## config.mk

```make
export PLATFORM = sky130hd
export DESIGN_NAME = harmonic_mixer
export DESIGN_NICKNAME = d
export VERILOG_FILES = /design/src/rtl/harmonic_mixer.sv
export SDC_FILE = /design/constraint.sdc
export NUM_CORES = 2
export LEC_CHECK = 0
export BUFFER_PORTS_ARGS = -buffer_cell sky130_fd_sc_hd__buf_2
export CAP_MARGIN = 20
export CORE_MARGIN = 4
export CORE_UTILIZATION = 51
export CTS_CLUSTER_SIZE = 25
export DETAILED_ROUTE_END_ITERATION = 6
export GPL_TIMING_DRIVEN = 0
export PLACE_DENSITY_LB_ADDON = 0.08
export SLEW_MARGIN = 20
export SYNTH_ARGS = -nofsm -noshare
export SYNTH_HDL_FRONTEND = slang
export SYNTH_SLANG_ARGS = --single-unit
```

## constraint.sdc

```tcl
create_clock -name clk -period 9.1 [get_ports clk]
set_clock_uncertainty 0.15 [all_clocks]
set_input_delay 1.365 -clock clk [delete_from_list [all_inputs] [get_ports clk]]
set_output_delay 1.365 -clock clk [all_outputs]
set_load 0.005 [all_outputs]
```

## src/rtl/harmonic_mixer.sv

```systemverilog
module harmonic_mixer #(
  parameter int SAMPLE_W = 12,
  parameter int PROP_W   = 7,
  parameter int PROP_MAX = 100
) (
  input  logic                       clk,
  input  logic                       rst_n,
  input  logic                       in_valid,
  input  logic signed [SAMPLE_W-1:0] fund_in,
  input  logic signed [SAMPLE_W-1:0] harm3_in,
  input  logic signed [SAMPLE_W-1:0] harm5_in,
  input  logic signed [SAMPLE_W-1:0] harm7_in,
  input  logic [PROP_W-1:0]          prop3_in,
  input  logic [PROP_W-1:0]          prop5_in,
  input  logic [PROP_W-1:0]          prop7_in,
  output logic                       out_valid,
  output logic signed [SAMPLE_W+2:0] out_sample
);
  localparam int MAG_W = SAMPLE_W + PROP_W - 1;
  localparam int SH    = MAG_W + 7;
  localparam int EW    = MAG_W + SH;
  localparam int QW    = MAG_W - 6;
  localparam int OUT_W = SAMPLE_W + 3;
  localparam logic [SH-1:0] RECIP = SH'((64'd1 << SH) / 64'd100);
  localparam logic [QW:0]   QMAX  = (QW+1)'(((64'd1 << (SAMPLE_W-1)) * 64'(PROP_MAX)) / 64'd100);

  logic signed [SAMPLE_W-1:0] hs [3];
  logic [PROP_W-1:0]          ps [3];
  assign hs[0] = harm3_in;
  assign hs[1] = harm5_in;
  assign hs[2] = harm7_in;
  assign ps[0] = prop3_in;
  assign ps[1] = prop5_in;
  assign ps[2] = prop7_in;

  logic [SAMPLE_W-1:0]        habs [3];
  logic [MAG_W-1:0]           prod [3];
  logic [EW-1:0]              est_full [3];
  logic [MAG_W-1:0]           rem [3];
  logic [QW:0]                qf [3];
  logic signed [OUT_W-1:0]    term [3];
  logic signed [OUT_W-1:0]    sum;

  logic [MAG_W-1:0]           s1_mag [3];
  logic [MAG_W-1:0]           s2_mag [3];
  logic [QW-1:0]              s2_est [3];
  logic                       s1_neg [3];
  logic                       s2_neg [3];
  logic signed [SAMPLE_W-1:0] s1_fund, s2_fund;
  logic                       v1, v2;

  // stage 1: magnitude product; stage 2: reciprocal estimate; stage 3: correct, sign, sum
  always_comb begin
    sum = OUT_W'(s2_fund);
    for (int i = 0; i < 3; i++) begin
      habs[i]     = hs[i][SAMPLE_W-1] ? (~hs[i] + 1'b1) : hs[i];
      prod[i]     = MAG_W'(habs[i]) * MAG_W'(ps[i]);
      est_full[i] = EW'(s1_mag[i]) * EW'(RECIP);
      rem[i]      = s2_mag[i] - MAG_W'(s2_est[i]) * MAG_W'(100);
      qf[i]       = {1'b0, s2_est[i]} + (QW+1)'(rem[i] >= MAG_W'(100));
      term[i]     = s2_neg[i] ? -signed'(OUT_W'(qf[i])) : signed'(OUT_W'(qf[i]));
      sum         = sum + term[i];
    end
  end

  always_ff @(posedge clk or negedge rst_n) begin
    if (!rst_n) begin
      v1         <= 1'b0;
      v2         <= 1'b0;
      out_valid  <= 1'b0;
      out_sample <= '0;
      s1_fund    <= '0;
      s2_fund    <= '0;
      for (int i = 0; i < 3; i++) begin
        s1_mag[i] <= '0;
        s2_mag[i] <= '0;
        s2_est[i] <= '0;
        s1_neg[i] <= 1'b0;
        s2_neg[i] <= 1'b0;
      end
    end else begin
      v1        <= in_valid;
      v2        <= v1;
      out_valid <= v2;
      s1_fund   <= fund_in;
      s2_fund   <= s1_fund;
      for (int i = 0; i < 3; i++) begin
        s1_mag[i] <= prod[i];
        s1_neg[i] <= hs[i][SAMPLE_W-1];
        s2_mag[i] <= s1_mag[i];
        s2_est[i] <= QW'(est_full[i] >> SH);
        s2_neg[i] <= s1_neg[i];
      end
      if (v2) out_sample <= sum;
    end
  end

  logic [1:0] age;
  always_ff @(posedge clk or negedge rst_n) begin
    if (!rst_n) age <= '0;
    else if (age != 2'd3) age <= age + 2'd1;
  end

  assert_prop_legal_R2: assert property (@(posedge clk) disable iff (!rst_n)
    in_valid |-> (prop3_in <= PROP_W'(PROP_MAX) && prop5_in <= PROP_W'(PROP_MAX)
                  && prop7_in <= PROP_W'(PROP_MAX)));

  assert_est_within_one_R4: assert property (@(posedge clk) disable iff (!rst_n)
    v2 |-> (rem[0] < MAG_W'(200) && rem[1] < MAG_W'(200) && rem[2] < MAG_W'(200)));

  assert_latency_R6: assert property (@(posedge clk) disable iff (!rst_n)
    age == 2'd3 |-> out_valid == $past(in_valid, 3));

  assert_no_overflow_R7: assert property (@(posedge clk) disable iff (!rst_n)
    v2 |-> (qf[0] <= QMAX && qf[1] <= QMAX && qf[2] <= QMAX));

  assert_hold_R9: assert property (@(posedge clk) disable iff (!rst_n)
    !out_valid |-> $stable(out_sample));
endmodule

```

## Word level (Yosys, flattened, before mapping)

Index checks and enable logic that the tools add are counted.

| storage, ports and cells | value |
|---|---|
| register bits | 192 |
| input bits | 72 |
| output and inout bits | 16 |
| logic and storage cells | 57 |

| cells by class | value |
|---|---|
| add/subtract/negate cells | 15 |
| multiply operators | 9 |
| magnitude comparators | 3 |
| multiplexer cells | 6 |
| bitwise logic cells | 3 |

Operator list:

| kind | number |
|---|---|
| multiplier 18 x 16 -> 34 bit (second input constant) | 3 |
| greater-or-equal comparator 18 x 7 -> 1 bit (second input constant) | 3 |
| multiplier 12 x 7 -> 18 bit | 3 |
| subtractor 18 bit | 3 |
| multiplier 12 x 5 -> 16 bit (second input constant) | 3 |
| 2-to-1 mux 15 bit | 3 |
| negation 13 -> 15 bit | 3 |
| adder 12 x 1 -> 13 bit | 3 |
| adder 12 x 1 -> 12 bit (second input constant) | 3 |
| 2-to-1 mux 12 bit | 3 |
| NOT 12 bit | 3 |
| adder 15 bit | 2 |
| adder 12 x 15 -> 15 bit | 1 |

## Longest topological paths before layout

| logic depth | value |
|---|---|
| depth in word-level cells | 9 |
| gate-level depth with buffers | 47 |
| gate-level depth less buffers | 47 |

## Worst setup path after synthesis

OpenSTA, ideal clock, no wires.

| path | value |
|---|---|
| kind | reg-to-reg |
| from | register s2_est[14] in the netlist's numbering |
| to | register out_sample[14] |
| setup time | 0.125 ns |
| arrival | 8.597 ns |
| data required time | 8.825 ns |
| slack | 0.228 ns |
| cell stages (with the launch flop) | 43 |
| path buffers | 1 |
| clock period less this slack | 8.872 ns |
| path through | dfrtp_1 -> ha_1 -> ha_1 -> fa_1 -> ha_1 -> a21o_1 -> a21oi_1 -> o21ai_0 -> a21oi_1 -> nor2b_1 -> o21a_1 -> o21ai_0 -> nand2b_1 -> a21oi_1 -> xor2_1 -> ha_1 -> a221oi_1 -> o211ai_1 -> [... 7 more ...] -> nand3_1 -> xor2_1 -> nand4_1 -> nor2_1 -> nor2_1 -> xnor2_1 -> fa_1 -> inv_1 -> fa_1 -> inv_1 -> ha_1 -> and3_1 -> a211oi_1 -> o21bai_1 -> a21oi_1 -> o21ai_0 -> xnor2_1 -> mux2_2 |

| between the ends | value |
|---|---|
| word-level cells in the longest chain between the ends | 8 |

RTL lines:

| item | RTL line | text |
|---|---|---|
| start: declaration | 46 | `logic [QW-1:0] s2_est [3];` |
| start signal: indexed assignment | 91 | `s2_est[i] <= QW'(est_full[i] >> SH);` |
| multiplier 12 x 5 -> 16 bit | 59 | `rem[i] = s2_mag[i] - MAG_W'(s2_est[i]) * MAG_W'(100);` |
| subtractor 18 bit | 59 |  |
| greater-or-equal comparator 18 x 7 -> 1 bit | 60 | `qf[i] = {1'b0, s2_est[i]} + (QW+1)'(rem[i] >= MAG_W'(100));` |
| adder 12 x 1 -> 13 bit * | 60 |  |
| negation 13 -> 15 bit | 61 | `term[i] = s2_neg[i] ? -signed'(OUT_W'(qf[i])) : signed'(OUT_W'(qf[i]));` |
| 2-to-1 mux 15 bit * | 61 |  |
| adder 15 bit * (2 in a row) | 62 | `sum = sum + term[i];` |
| end signal: assignment | 94 | `if (v2) out_sample <= sum;` |
| end: declaration | 17 | `output logic signed [SAMPLE_W+2:0] out_sample` |

Mark *: on every way between the ends. The rest lies on a longest branch, timed or not.
A chain may end at the register's enable or synchronous reset.

## Worst setup path in the final report

| path | value |
|---|---|
| from | register s2_est[2] in the netlist's numbering |
| to | register out_sample[13] |

| between the ends | value |
|---|---|
| word-level cells in the longest chain between the ends | 7 |

RTL lines:

| item | RTL line |
|---|---|
| multiplier 12 x 5 -> 16 bit | 59 |
| subtractor 18 bit | 59 |
| greater-or-equal comparator 18 x 7 -> 1 bit | 60 |
| adder 12 x 1 -> 13 bit * | 60 |
| negation 13 -> 15 bit | 61 |
| 2-to-1 mux 15 bit * | 61 |
| adder 15 bit * | 62 |

Marked as above.

==> metrics.txt <==
final worst path period need=8990 ps; initial antenna violation count=0; status=complete, no violations; synth top area cells=fa_1 30%, ha_1 26%, dfrtp_1 13%, inv_1 8.0%, xnor2_1 4.4%; ys flop type=dfrtp_1; syn avg cell area=10.0 um2; H-Tree Depth=4; largest family of logic cells by synthesized area=adder cells; Post-Layout Cell Count=4763; RSZ-0062 raised after global routing=true; Via density=5.12; worst-path fanout max=4; Die Y-Extent=275 um; GP Congestion=0.842; IO buf count=87; total track usage=20.8%; CP endpoint kind=flip-flop; YS warnings=0; simple logic cell fraction of the synthesized area=8.44%; vias in the first global route=25600; Post-synth ARST share=100%; slowest stage cell, crit path=fa_2; Synth Area in Adders=56.1%; final setup fails=0; Post-synth EDFFs=0; top cell family by delay on the critical path=adder cells; vias=24400; Final Hold Fails=0; Register-to-Register Path Depth=41; setup TNS=0 ps; register bit total from synthesis=186; Synth Cell Area=36300 um2; Buf/Inv on CP=2; cell taking the most area after synthesis=fa_1; HP Class=flip-flop to flip-flop; post-detail-place hpwl=61800 um; actual slew at the worst max-slew pin=785 ps; CP required=9340 ps; critical path class=flip-flop to flip-flop; Max Buffers Root-to-Sink=2; XOR/XNOR Fraction of Synth Area=5.95%; Most common cell on crit path=ha_4; post-synth cell types=73; final worst-path cycle share=98.8%; total die area=75500 um2; clock sinks=186; DRT Pass-1 Iters=5; total grt overflow=0; dpl cells=4660; cell count along the critical path=41; FMAX=111 MHz; most common cell after layout, fill and taps aside=inv_1; Worst setup SP type=flip-flop; mux cell area share after synthesis=0.658%; final wirelength=74000 um; register area share after synthesis=12.8%; core area=70300 um2; initial core utilization=51.7%; Worst-path clk slew=90 ps; most frequent cells in the layout=765 x inv_1, 722 x ha_1, 535 x fa_1, 260 x nand2_1, 170 x xnor2_1; Area growth syn-to-layout=10.7%; Initial DRC Count=893; Worst EP arrival=9240 ps; Clock Tree Root=clkbuf_16; Worst Hold Depth=0; # DRC=0; Slowest Stage Delay on Critical Path=550 ps; Synth top area share=29.8%; Final WS setup=107 ps; TritonCTS Buffers=17; worst skew pair latency=510 ps; Post-Syn Instances=3631; Synth Net Count=5005; first-pass GRT wire length=127000 um; Slew HR=47.1%; Layout Nets=5184; # hold bufs at CTS=0; Fill cells=6237; layout cells sized above 1=10.8%; post-place setup slack=-1080 ps; Synth Area in Compound Gates=7.68%; Rows=97; largest net degree at the start of global routing=87; DRT antenna net count=0; IO Pins=88; final slew viol count=0; Avg WL per Cell=15.5 um; CTS tree=built; # diodes=0; Core Util, Final=57.2%; DIE WIDTH=275 um; max cap viols=0
==> layer usage <==
layer,vias to the layer above,track usage (%),part of all wire [%]
li1,12100,-,-
met1,12000,29.4,48
met2,199,34.9,48
met3,49,2.35,2.1
met4,0,4.41,1.6
met5,-,0,0
==> logic make-up (layout without fill, tap and decap cells) <==
group / count (synthesis) / in the layout
simple gates: 634 / 634
buf+inv: 811 / 1003
compound gates: 430 / 430
mux: 22 / 22
flops: 186 / 186
xor+xnor: 246 / 246
fa+ha+maj: 1302 / 1302
==> worst paths after layout <==
kind	slack, ps	start	end
worst max-delay path	110	s2_est[2]	out_sample[13]
worst min-delay path	210	s1_fund[2]	s2_fund[2]
worst max register to register	110	s2_est[2]	out_sample[13]
worst min register to register	210	s1_fund[2]	s2_fund[2]
max in group asynchronous	7340	rst_n	s1_mag[20]
min in group asynchronous	600	rst_n	out_valid
==> cell type report <==
class / count / area (um2) / share of cell area (%)
Buffer: 33 / 124 / 0.308
Clock buffer: 18 / 439 / 1.09
Clock inverter: 14 / 173 / 0.430
Inverter: 776 / 2920 / 7.26
Multi-Input combinational cell: 2634 / 29600 / 73.7
Sequential cell: 186 / 4680 / 11.6
Tap cell: 940 / 1180 / 2.93
Timing Repair Buffer: 162 / 1050 / 2.62
==> sequential cells by signal, indices dropped and copies added (netlist names), 3 cells and up <==
name,count
s1_mag,54
s2_mag,48
s2_est,36
out_sample,15
s1_fund,12
s2_fund,12
s1_neg,3
s2_neg,3
==> what timing repair did <==
action	in CTS	in global routing
gates resized for setup	103	118
pin swaps	64	111
gates cloned	0	0
setup buffers	48	25
endpoints found under the setup margin	9	7
==> cells in the mapped netlist (39+ instances only) <==
cell type and number:
a21o_1 49, a21oi_1 122, and2_1 87, dfrtp_1 186, fa_1 541, ha_1 761
inv_1 776, nand2_1 262, nand3_1 39, nor2_1 81, o21ai_0 95, xnor2_1 181
xor2_1 64
==> per-stage QoR <==
| step | hold slack [ps] | area [um2] |
|---|---|---|
| floorplan | 181 | 36300 |
| global placement | 183 | 37900 |
| detailed placement | 186 | 38000 |
| CTS | 207 | 39400 |
| global route | 208 | 40200 |
| finish | 205 | 40200 |
Power is left out: the tool's default activity adds up to more than one toggle a clock period on the data nets, which glitch-free logic cannot reach.
